**src/rtl/alu_flag_pkg.sv**
```systemverilog
package alu_flag_pkg;

   typedef struct packed {
      logic n;
      logic z;
      logic v;
      logic c;
      logic a;
      logic p;
   } cond_flags_t;

   localparam cond_flags_t FLAGS_CLEAR = '{n: 1'b0, z: 1'b0, v: 1'b0, c: 1'b0, a: 1'b0, p: 1'b0};

endpackage

```
**src/rtl/alu_flag_adder.sv**
```systemverilog
module alu_flag_adder #(
   parameter int BASE_W    = 8,
   parameter int NUM_SIZES = 3,
   parameter int MAX_W     = BASE_W << (NUM_SIZES - 1)
) (
   input  logic [MAX_W-1:0] a_in,
   input  logic [MAX_W-1:0] b_in,
   input  logic             cin,
   input  logic             sub,
   input  logic [1:0]       sel,
   output logic [MAX_W-1:0] sum_out,
   output logic             top_carry,
   output logic             ovf,
   output logic             nib_carry,
   output logic [1:0]       pick
);

   logic [MAX_W-1:0] b_eff;
   logic             c_eff;
   logic [MAX_W-1:0] slice_sum [NUM_SIZES];
   logic             slice_co  [NUM_SIZES];
   logic             slice_ov  [NUM_SIZES];

   // subtraction as a + ~b + ~borrow_in
   assign b_eff = sub ? ~b_in : b_in;
   assign c_eff = cin ^ sub;

   for (genvar k = 0; k < NUM_SIZES; k++) begin : g_size
      localparam int W = BASE_W << k;
      logic [W:0] s;
      assign s = {1'b0, a_in[W-1:0]} + {1'b0, b_eff[W-1:0]} + {{W{1'b0}}, c_eff};
      if (W == MAX_W) begin : g_full
         assign slice_sum[k] = s[W-1:0];
      end else begin : g_ext
         assign slice_sum[k] = {{(MAX_W-W){1'b0}}, s[W-1:0]};
      end
      assign slice_co[k] = s[W];
      assign slice_ov[k] = (a_in[W-1] == b_eff[W-1]) && (s[W-1] != a_in[W-1]);
   end

   assign pick      = (int'(sel) >= NUM_SIZES) ? 2'(NUM_SIZES - 1) : sel;
   assign sum_out   = slice_sum[pick];
   assign top_carry = slice_co[pick];
   assign ovf       = slice_ov[pick];
   // carry into bit 4 recovered from the smallest slice
   assign nib_carry = a_in[4] ^ b_eff[4] ^ slice_sum[0][4];

endmodule

```
**src/rtl/alu_flag_eval.sv**
```systemverilog
module alu_flag_eval
   import alu_flag_pkg::*;
#(
   parameter int BASE_W    = 8,
   parameter int NUM_SIZES = 3,
   parameter int MAX_W     = BASE_W << (NUM_SIZES - 1)
) (
   input  logic [MAX_W-1:0] sum_in,
   input  logic [1:0]       pick,
   input  logic             sub,
   input  logic             top_carry,
   input  logic             ovf,
   input  logic             nib_carry,
   output cond_flags_t      flags
);

   int msb_idx;

   always_comb begin
      msb_idx = (BASE_W << pick) - 1;
      flags.n = sum_in[msb_idx];
      flags.z = (sum_in == '0);
      flags.v = ovf;
      flags.c = top_carry ^ sub;
      flags.a = nib_carry ^ sub;
      flags.p = ~^sum_in[7:0];
   end

endmodule

```
**src/rtl/alu_flag_status.sv**
```systemverilog
module alu_flag_status
   import alu_flag_pkg::*;
(
   input  logic        clk,
   input  logic        rst_n,
   input  logic        we,
   input  cond_flags_t d,
   output cond_flags_t q
);

   always_ff @(posedge clk or negedge rst_n) begin
      if (!rst_n)  q <= FLAGS_CLEAR;
      else if (we) q <= d;
   end


   flags_hold_chk: assert property (@(posedge clk) disable iff (!rst_n)
      !we |=> $stable(q));


   flags_load_chk: assert property (@(posedge clk) disable iff (!rst_n)
      we |=> (q == $past(d)));

endmodule

```
**src/rtl/alu_flag_unit.sv**
```systemverilog
module alu_flag_unit
   import alu_flag_pkg::*;
#(
   parameter int BASE_W    = 8,
   parameter int NUM_SIZES = 3,
   parameter int MAX_W     = BASE_W << (NUM_SIZES - 1)
) (
   input  logic             clk,
   input  logic             rst_n,
   input  logic [MAX_W-1:0] op_a,
   input  logic [MAX_W-1:0] op_b,
   input  logic             carry_in,
   input  logic             sub_sel,
   input  logic [1:0]       size_sel,
   input  logic             flag_we,
   output logic [MAX_W-1:0] result,
   output logic             flag_n,
   output logic             flag_z,
   output logic             flag_v,
   output logic             flag_c,
   output logic             flag_a,
   output logic             flag_p
);

   if (BASE_W < 8) begin : g_bad_base
      $error("BASE_W must be at least 8 for nibble carry and byte parity");
   end
   if (NUM_SIZES < 1 || NUM_SIZES > 4) begin : g_bad_sizes
      $error("NUM_SIZES must be 1 to 4 to fit the 2-bit size select");
   end
   if (MAX_W != (BASE_W << (NUM_SIZES - 1))) begin : g_bad_max
      $error("MAX_W must equal BASE_W << (NUM_SIZES-1)");
   end

   logic [MAX_W-1:0] sum_w;
   logic             co_w, ov_w, nib_w;
   logic [1:0]       pick_w;
   cond_flags_t      next_flags, cur_flags;

   alu_flag_adder #(.BASE_W(BASE_W), .NUM_SIZES(NUM_SIZES), .MAX_W(MAX_W)) u_add (
      .a_in(op_a), .b_in(op_b), .cin(carry_in), .sub(sub_sel), .sel(size_sel),
      .sum_out(sum_w), .top_carry(co_w), .ovf(ov_w), .nib_carry(nib_w), .pick(pick_w)
   );

   alu_flag_eval #(.BASE_W(BASE_W), .NUM_SIZES(NUM_SIZES), .MAX_W(MAX_W)) u_eval (
      .sum_in(sum_w), .pick(pick_w), .sub(sub_sel), .top_carry(co_w),
      .ovf(ov_w), .nib_carry(nib_w), .flags(next_flags)
   );

   alu_flag_status u_stat (
      .clk(clk), .rst_n(rst_n), .we(flag_we), .d(next_flags), .q(cur_flags)
   );

   assign result = sum_w;
   assign flag_n = cur_flags.n;
   assign flag_z = cur_flags.z;
   assign flag_v = cur_flags.v;
   assign flag_c = cur_flags.c;
   assign flag_a = cur_flags.a;
   assign flag_p = cur_flags.p;


   reset_clear_chk: assert property (@(posedge clk)
      !rst_n |=> !rst_n |-> ({flag_n, flag_z, flag_v, flag_c, flag_a, flag_p} == 6'b0));


   zero_flag_chk: assert property (@(posedge clk) disable iff (!rst_n)
      flag_we |=> (flag_z == ($past(result) == '0)));


   parity_flag_chk: assert property (@(posedge clk) disable iff (!rst_n)
      flag_we |=> (flag_p == ~^$past(result[7:0])));


   neg_flag_chk: assert property (@(posedge clk) disable iff (!rst_n)
      (flag_we && size_sel == 2'd0) |=> (flag_n == $past(result[BASE_W-1])));


   narrow_ext_chk: assert property (@(posedge clk) disable iff (!rst_n)
      (size_sel == 2'd0) |-> (result[MAX_W-1:BASE_W] == '0));

endmodule

```
**config.mk**
```make
export PLATFORM = sky130hd
export DESIGN_NAME = alu_flag_unit
export DESIGN_NICKNAME = d
export VERILOG_FILES = /design/src/rtl/alu_flag_pkg.sv /design/src/rtl/alu_flag_adder.sv /design/src/rtl/alu_flag_eval.sv /design/src/rtl/alu_flag_status.sv /design/src/rtl/alu_flag_unit.sv
export SDC_FILE = /design/constraint.sdc
export NUM_CORES = 1
export LEC_CHECK = 0
export ABC_CLOCK_PERIOD_IN_PS = 7800
export BUFFER_PORTS_ARGS = -buffer_cell sky130_fd_sc_hd__buf_4
export CAP_MARGIN = 15
export CELL_PAD_IN_SITES_DETAIL_PLACEMENT = 0
export CELL_PAD_IN_SITES_GLOBAL_PLACEMENT = 2
export CORE_ASPECT_RATIO = 1.5
export CORE_MARGIN = 2
export CORE_UTILIZATION = 30
export CTS_BUF_LIST = sky130_fd_sc_hd__clkbuf_2
export CTS_CLUSTER_SIZE = 28
export DETAILED_ROUTE_END_ITERATION = 8
export PLACE_DENSITY_LB_ADDON = 0.1
export SYNTH_ARGS = -nofsm -noshare
export SYNTH_HDL_FRONTEND = slang
export SYNTH_SLANG_ARGS = --single-unit
```
**constraint.sdc**
```tcl
create_clock -name clk -period 7.8 [get_ports clk]
set_input_delay 0.78 -clock clk [delete_from_list [all_inputs] [get_ports clk]]
set_output_delay 0.78 -clock clk [all_outputs]
set_load 0.01 [all_outputs]
```
**Word-level counts from Yosys, hierarchy flattened**

Cells that the tools add are included.

- Bits in registers: 6
- Latch bits: 0
- Bits in writable memories: 0
- ROM bits: 0
- Input bits: 71
- Output and inout bits: 38
- Word-level logic and storage cells: 49
- Memories: 0

- Add/subtract/negate cells: 7
- $mul: 0
- Div/mod/pow operators: 0
- Order comparisons: 3
- Eq/ne operators: 6
- Shifts and indexed selects: 1
- Muxes and demuxes: 14
- Bitwise operators: 7
- Reduce and logical (&&, ||, !) cells: 5

Operator list:

| operator | count |
|---|---|
| 32-bit two-way mux | 3 |
| 32-bit binary-select mux with 2-bit select | 1 |
| 32-bit by 32-bit adder with 33-bit output | 1 |
| 33-bit by 1-bit adder with 33-bit output | 1 |
| 32-bit zero test | 1 |
| 32-bit by 7-bit less-than comparator with 1-bit output (second input constant) | 1 |
| 32-bit NOT | 1 |
| 4-bit by 2-bit << shifter with 32-bit output (first input constant) | 1 |
| 32-bit by 2-bit subtractor with 32-bit output (second input constant) | 1 |
| 16-bit by 16-bit adder with 17-bit output | 1 |
| 17-bit by 1-bit adder with 17-bit output | 1 |
| 8-bit by 8-bit adder with 9-bit output | 1 |
| 9-bit by 1-bit adder with 9-bit output | 1 |
| 8-bit XNOR reduction | 1 |
| 1-bit two-way mux | 6 |
| 1-bit binary-select mux with 5-bit select | 1 |
| 1-bit XOR | 5 |
| 1-bit binary-select mux with 2-bit select | 2 |
| 1-bit == test | 3 |
| 3-bit greater-or-equal comparator (second input constant) | 1 |
| 1-bit logical AND | 3 |
| 1-bit != test | 3 |
| 2-bit NOT with 3-bit output | 1 |
| 2-bit greater-or-equal comparator (second input constant) | 1 |
| 2-bit two-way mux | 1 |

**Depth between registers and ports, before layout**

- Depth in word-level cells: 10
- Depth in mapped cells: 17
- Depth with buffers taken out: 15

**By module**

From an unflattened synthesis, not the netlist that was laid out.

- Cell total of the unflattened synthesis: 351
- Area, all modules: 2731.4 um^2

Modules (own cells, without submodules):

| module | times used | cells each | area an instance (um^2) | sequential area each (um^2) |
|---|---|---|---|---|
| alu_flag_adder | 1 | 307 | 2245.9 | 0.0 |
| alu_flag_status | 1 | 13 | 251.5 | 150.1 |
| alu_flag_eval | 1 | 31 | 234.0 | 0.0 |

**Worst setup path before layout**

No wires, ideal clock.

- Path kind: in2reg
- Start point: in sub_sel
- End point: reg u_stat.q[4] (netlist bit)
- Setup time: 0.066 ns
- Arrival: 4.483 ns
- Required time: 7.734 ns
- Path slack: 3.252 ns
- Cell stages on the path: 17
- Path buffers: 2
- Cells stage by stage: clkbuf_1 > clkbuf_1 > xor2_1 > ha_1 > a21o_1 > a31o_1 > nor2_4 > o21bai_1 > a21o_1 > xnor2_1 > ha_1 > nand2_1 > a2111oi_2 > o211ai_1 > or4_1 > nor4_2 > a31o_1

- Longest elaborated chain between the ends: 7
- Elaborated cells on any way between the ends: 12
- Classes of those cells: 6 x add/sub; 4 x mux; 1 x bitwise; 1 x reduce/logical

RTL lines:

| item | line | RTL |
|---|---|---|
| start: declaration | alu_flag_unit.sv:13 | `input logic sub_sel,` |
| 32-bit two-way mux | alu_flag_adder.sv:25 | `assign b_eff = sub ? ~b_in : b_in;` |
| 32-bit by 32-bit adder with 33-bit output (tied with other cells) | alu_flag_adder.sv:31 | `assign s = {1'b0, a_in[W-1:0]} + {1'b0, b_eff[W-1:0]} + {{W{1'b0}}, c_eff};` |
| 33-bit by 1-bit adder with 33-bit output (tied with other cells) | alu_flag_adder.sv:31 |  |
| 32-bit binary-select mux with 2-bit select (*) | alu_flag_adder.sv:42 | `assign sum_out = slice_sum[pick];` |
| 32-bit two-way mux (not written as such) (*) (2 in series) | alu_flag_adder.sv:42 |  |
| 32-bit zero test (*) | alu_flag_eval.sv:22 | `flags.z = (sum_in == '0);` |
| end signal: assignment | alu_flag_status.sv:12 | `if (!rst_n) q <= FLAGS_CLEAR;` |
| end signal: assignment | alu_flag_status.sv:13 | `else if (we) q <= d;` |
| end: declaration | alu_flag_status.sv:8 | `output cond_flags_t q` |

Every way passes the cells marked *; elsewhere a longest branch is shown, timed or not. The select of a mux whose other input is x is not followed.
A chain may end at the register's enable or synchronous reset.

**Final worst setup path**

- Start point: in sub_sel
- End point: out result[24]

- Longest elaborated chain between the ends: 6
- Elaborated cells on any way between the ends: 7
- Classes of those cells: 2 x add/sub; 4 x mux; 1 x bitwise

RTL lines:

| item | line | RTL |
|---|---|---|
| 32-bit two-way mux | alu_flag_adder.sv:25 |  |
| 32-bit by 32-bit adder with 33-bit output | alu_flag_adder.sv:31 |  |
| 33-bit by 1-bit adder with 33-bit output (*) | alu_flag_adder.sv:31 |  |
| 32-bit binary-select mux with 2-bit select (*) | alu_flag_adder.sv:42 |  |
| 32-bit two-way mux (not written as such) (*) (2 in series) | alu_flag_adder.sv:42 |  |
| end: declaration | alu_flag_unit.sv:16 | `output logic [MAX_W-1:0] result,` |

Marked as above.

==> results_dict.tcl <==
set metrics [dict create \
    globalRouteTotalUtil_pct 17.45 \
    port_buf_inserts 108 \
    ff_latch_count_synth 6 \
    numCtsBuffers 3 \
    clock_skew_ns 0 \
    synth-edff-count 0 \
    drt_iter0_markers 69 \
    holdWs_ns 0.3499 \
    grt_max_degree 36 \
    timing.setup.tns_ns 0 \
    cap_viol_max_count 0 \
    cts.sink_count 6 \
    netlist_area_um2 2779 \
    run_status "finished, final reports clean" \
    synthDominantAreaCellType "ha_1" \
    worstMarginPinSlew_ns 0.5647 \
    synthesis.yosys.warnings 0 \
    clk_root_buffer_cell "clkbuf_2" \
    clk_path_buf_depth 2 \
    largest_register_ffs 6 \
    dp_hpwl_um 7612 \
    via_count_of_the_first_global_routing_pass 2962 \
    setup.worst_path.end_class "output port" \
    routed_wirelength_um 8894 \
    crit_type "input port to output port" \
    flow.area_growth_from_synthesis_pct 31.02 \
    wl_per_cell_um 15.55 \
    initial_utilization_pct 30.38 \
    mappedNetlistNets 473 \
    routed_via_density 5.035 \
    finish.cell_count_without_fillers 572 \
    crit_fanout 35 \
    synth_top_area_share_pct 15.76 \
    die_area_um2 10070 \
    die_h_um 121.9 \
    place.detailed.instances 569 \
    hold_path.class "input port to async pin" \
    worst_setup_path_start_kind "input port" \
    power-per-cell-area_nw_per_um2 156.4 \
    layout.filler_cells 1016 \
    h-tree-depth 1 \
    syn_area_per_cell_um2 7.613 \
    synth_flop_cell "dfrtp_1" \
    timing.critical_path.required_ns 7.02 \
    drt_pass1_iterations 7 \
    netlist_instances 365 \
    drive_above_1_share_pct 30.00 \
    worst_skew_pair.late_latency_ns 0.22 \
    worst_ep_arrival_time_ns 3.92 \
    hold_violations 0 \
    synthTopCellsByArea "ha_1 (16%), xor2_1 (15%), xnor2_1 (6.3%), a21oi_1 (6.1%), dfrtp_1 (5.4%)" \
    final_min_period_over_clock_period_pct 60.29 \
    sequential_area_share_after_synthesis_pct 5.403 \
    antenna_violations_before_repair 0 \
    slew_viol_final 0 \
    cts_hold_buffers 0 \
    max-vdd-ir-drop_mv 0.07263 \
    finalWorstPathRequiredPeriod_ns 4.703 \
    cts_repair_resize_count 0 \
    reg2reg_setup_slack_ns 6.98 \
    reg.largest.list "u_stat.q (6)" \
    placedInstanceArea_um2 3626 \
    die_w_um 82.59 \
    fp-row-count 43 \
    max_clock_freq_mhz 212.6 \
    cts_tree "done" \
    post-route-cell-area_um2 3641 \
    drcViolationCount 0 \
    grt_first_pass_wirelength_um 13970 \
    n_antenna_cell 0 \
    num_vias 2880 \
    cts.clk_slew.worst_paths_ns 0.06 \
    max_flop_register "u_stat.q" \
    reg2reg_depth 2 \
    detail-route-antenna-nets 0 \
    post-layout-total-power_uw 569.3 \
    async_flop_share_pct 100.0 \
    power.leakage_uw 0.001733 \
    layout_net_count 570 \
    post_cts_buffers 0 \
    gr-total-overflow 0 \
    synth_cell_types 68 \
    unrepaired_setup_endpoints_after_global_routing "false" \
    io-pin-count 109 \
    core_region_um2 9146 \
    finalWeightedCongestion 0.8926 \
    finalSetupViolCount 0 \
    worst_slew_margin_rel_pct 61.38 \
]
[logic make-up (layout without fill, tap and decap cells)]
group	after synthesis	after routing	share of synthesized area [%]
and+or+nand+nor	106	106	20.58
DFF	6	6	5.403
buffers and inverters	36	131	6.438
adders and majority gates	37	37	17.20
muxes	5	5	1.981
AOI/OAI and AO/OA	108	108	27.29
xor gates and xnor gates	67	67	21.12
[where the power goes]
part | switching, uW | internal, uW | leakage [uW]
sequential | 4.12 | 39.5 | 0.0000724
clock | 11.5 | 10.4 | 0.0000125
combinational | 265 | 238 | 0.00165
total | 281 | 288 | 0.00173
[worst paths after layout]
| kind | startpoint | end |
|---|---|---|
| hold reg to reg | u_stat.q[2] | u_stat.q[2] |
| setup / recovery | sub_sel | result[24] |
| max in group asynchronous | rst_n | u_stat.q[4] |
| setup reg to reg | u_stat.q[4] | u_stat.q[4] |
| hold / removal | rst_n | u_stat.q[0] |
| min in group clk | u_stat.q[2] | u_stat.q[2] |
[worst max-delay path, stage by stage]
cell and delay (ns):
buf_4 0.46, xor2_1 0.25, fa_1 0.24, inv_1 0.06, fa_1 0.40, nor2b_1 0.18
o2111ai_1 0.17, a21oi_1 0.29, nor2_2 0.09, o21ai_1 0.33, a21boi_0 0.18, xnor2_1 0.14
and2_2 0.20, buf_4 0.14
[cells in the mapped netlist (3+ instances only)]
library cell  count
nand2_1          23
ha_1             35
inv_1            20
o21ai_0          13
nand3_1           9
nor2b_1           4
a31oi_1           6
buf_2             3
a31o_1            4
nor2_1           22
and3_1            3
dfrtp_1           6
o21a_1            5
mux2_2            4
o211ai_1          8
o21bai_1          3
clkbuf_1          8
and2_1           16
xnor2_1          20
xor2_1           47
nor3_1            3
a21oi_1          34
or3_1             3
nand2b_1          3
a21o_1            5
o21ai_1           4
[final cells by class]
class | instances | area, um2 | share of cell area (%)
Tap cell | 112 | 140.1 | 3.849
Sequential cell | 6 | 150.1 | 4.124
Clock buffer | 3 | 15.01 | 0.4124
Timing Repair Buffer | 108 | 810.8 | 22.27
Multi-Input combinational cell | 323 | 2450 | 67.29
Inverter | 20 | 75.07 | 2.062
[routing by layer]
layer  wire, um  track usage [%]  up-vias
met4         36            1.844        0
met1       3571            19.83     1308
li1           -                -     1490
met5          0                0        -
met3        342           0.4444        6
met2       4944            35.64       76
[per-stage QoR]
step | util (%) | setup WS (ns)
finish | 39.81 | 3.097
global route | 39.81 | 2.856
CTS | 39.81 | 3.063
detailed placement | 39.64 | 2.997
global placement | 39.64 | 3.054
floorplan | - | 3.252
[layout by cell type (no fill, tap or decap), types with 2 or more instances in the layout]
master     count
a21boi_0       2
a21o_1         5
a21oi_1       34
a21oi_2        2
a31o_1         4
a31oi_1        6
a41oi_1        2
a41oi_2        2
and2_1        16
and2_2         2
and3_1         3
buf_4        108
clkbuf_2       3
dfrtp_1        6
fa_1           2
ha_1          35
inv_1         20
mux2_2         4
nand2_1       23
nand2b_1       3
nand3_1        9
nand4_1        2
nor2_1        22
nor2b_1        4
nor3_1         3
nor4_1         2
o2111ai_1      2
o211ai_1       8
o21a_1         5
o21ai_0       13
o21ai_1        4
o21bai_1       3
or2_2          2
or3_1          3
or4_1          2
xnor2_1       20
xor2_1        47
Note: power is estimated with default switching activity, not from simulation.
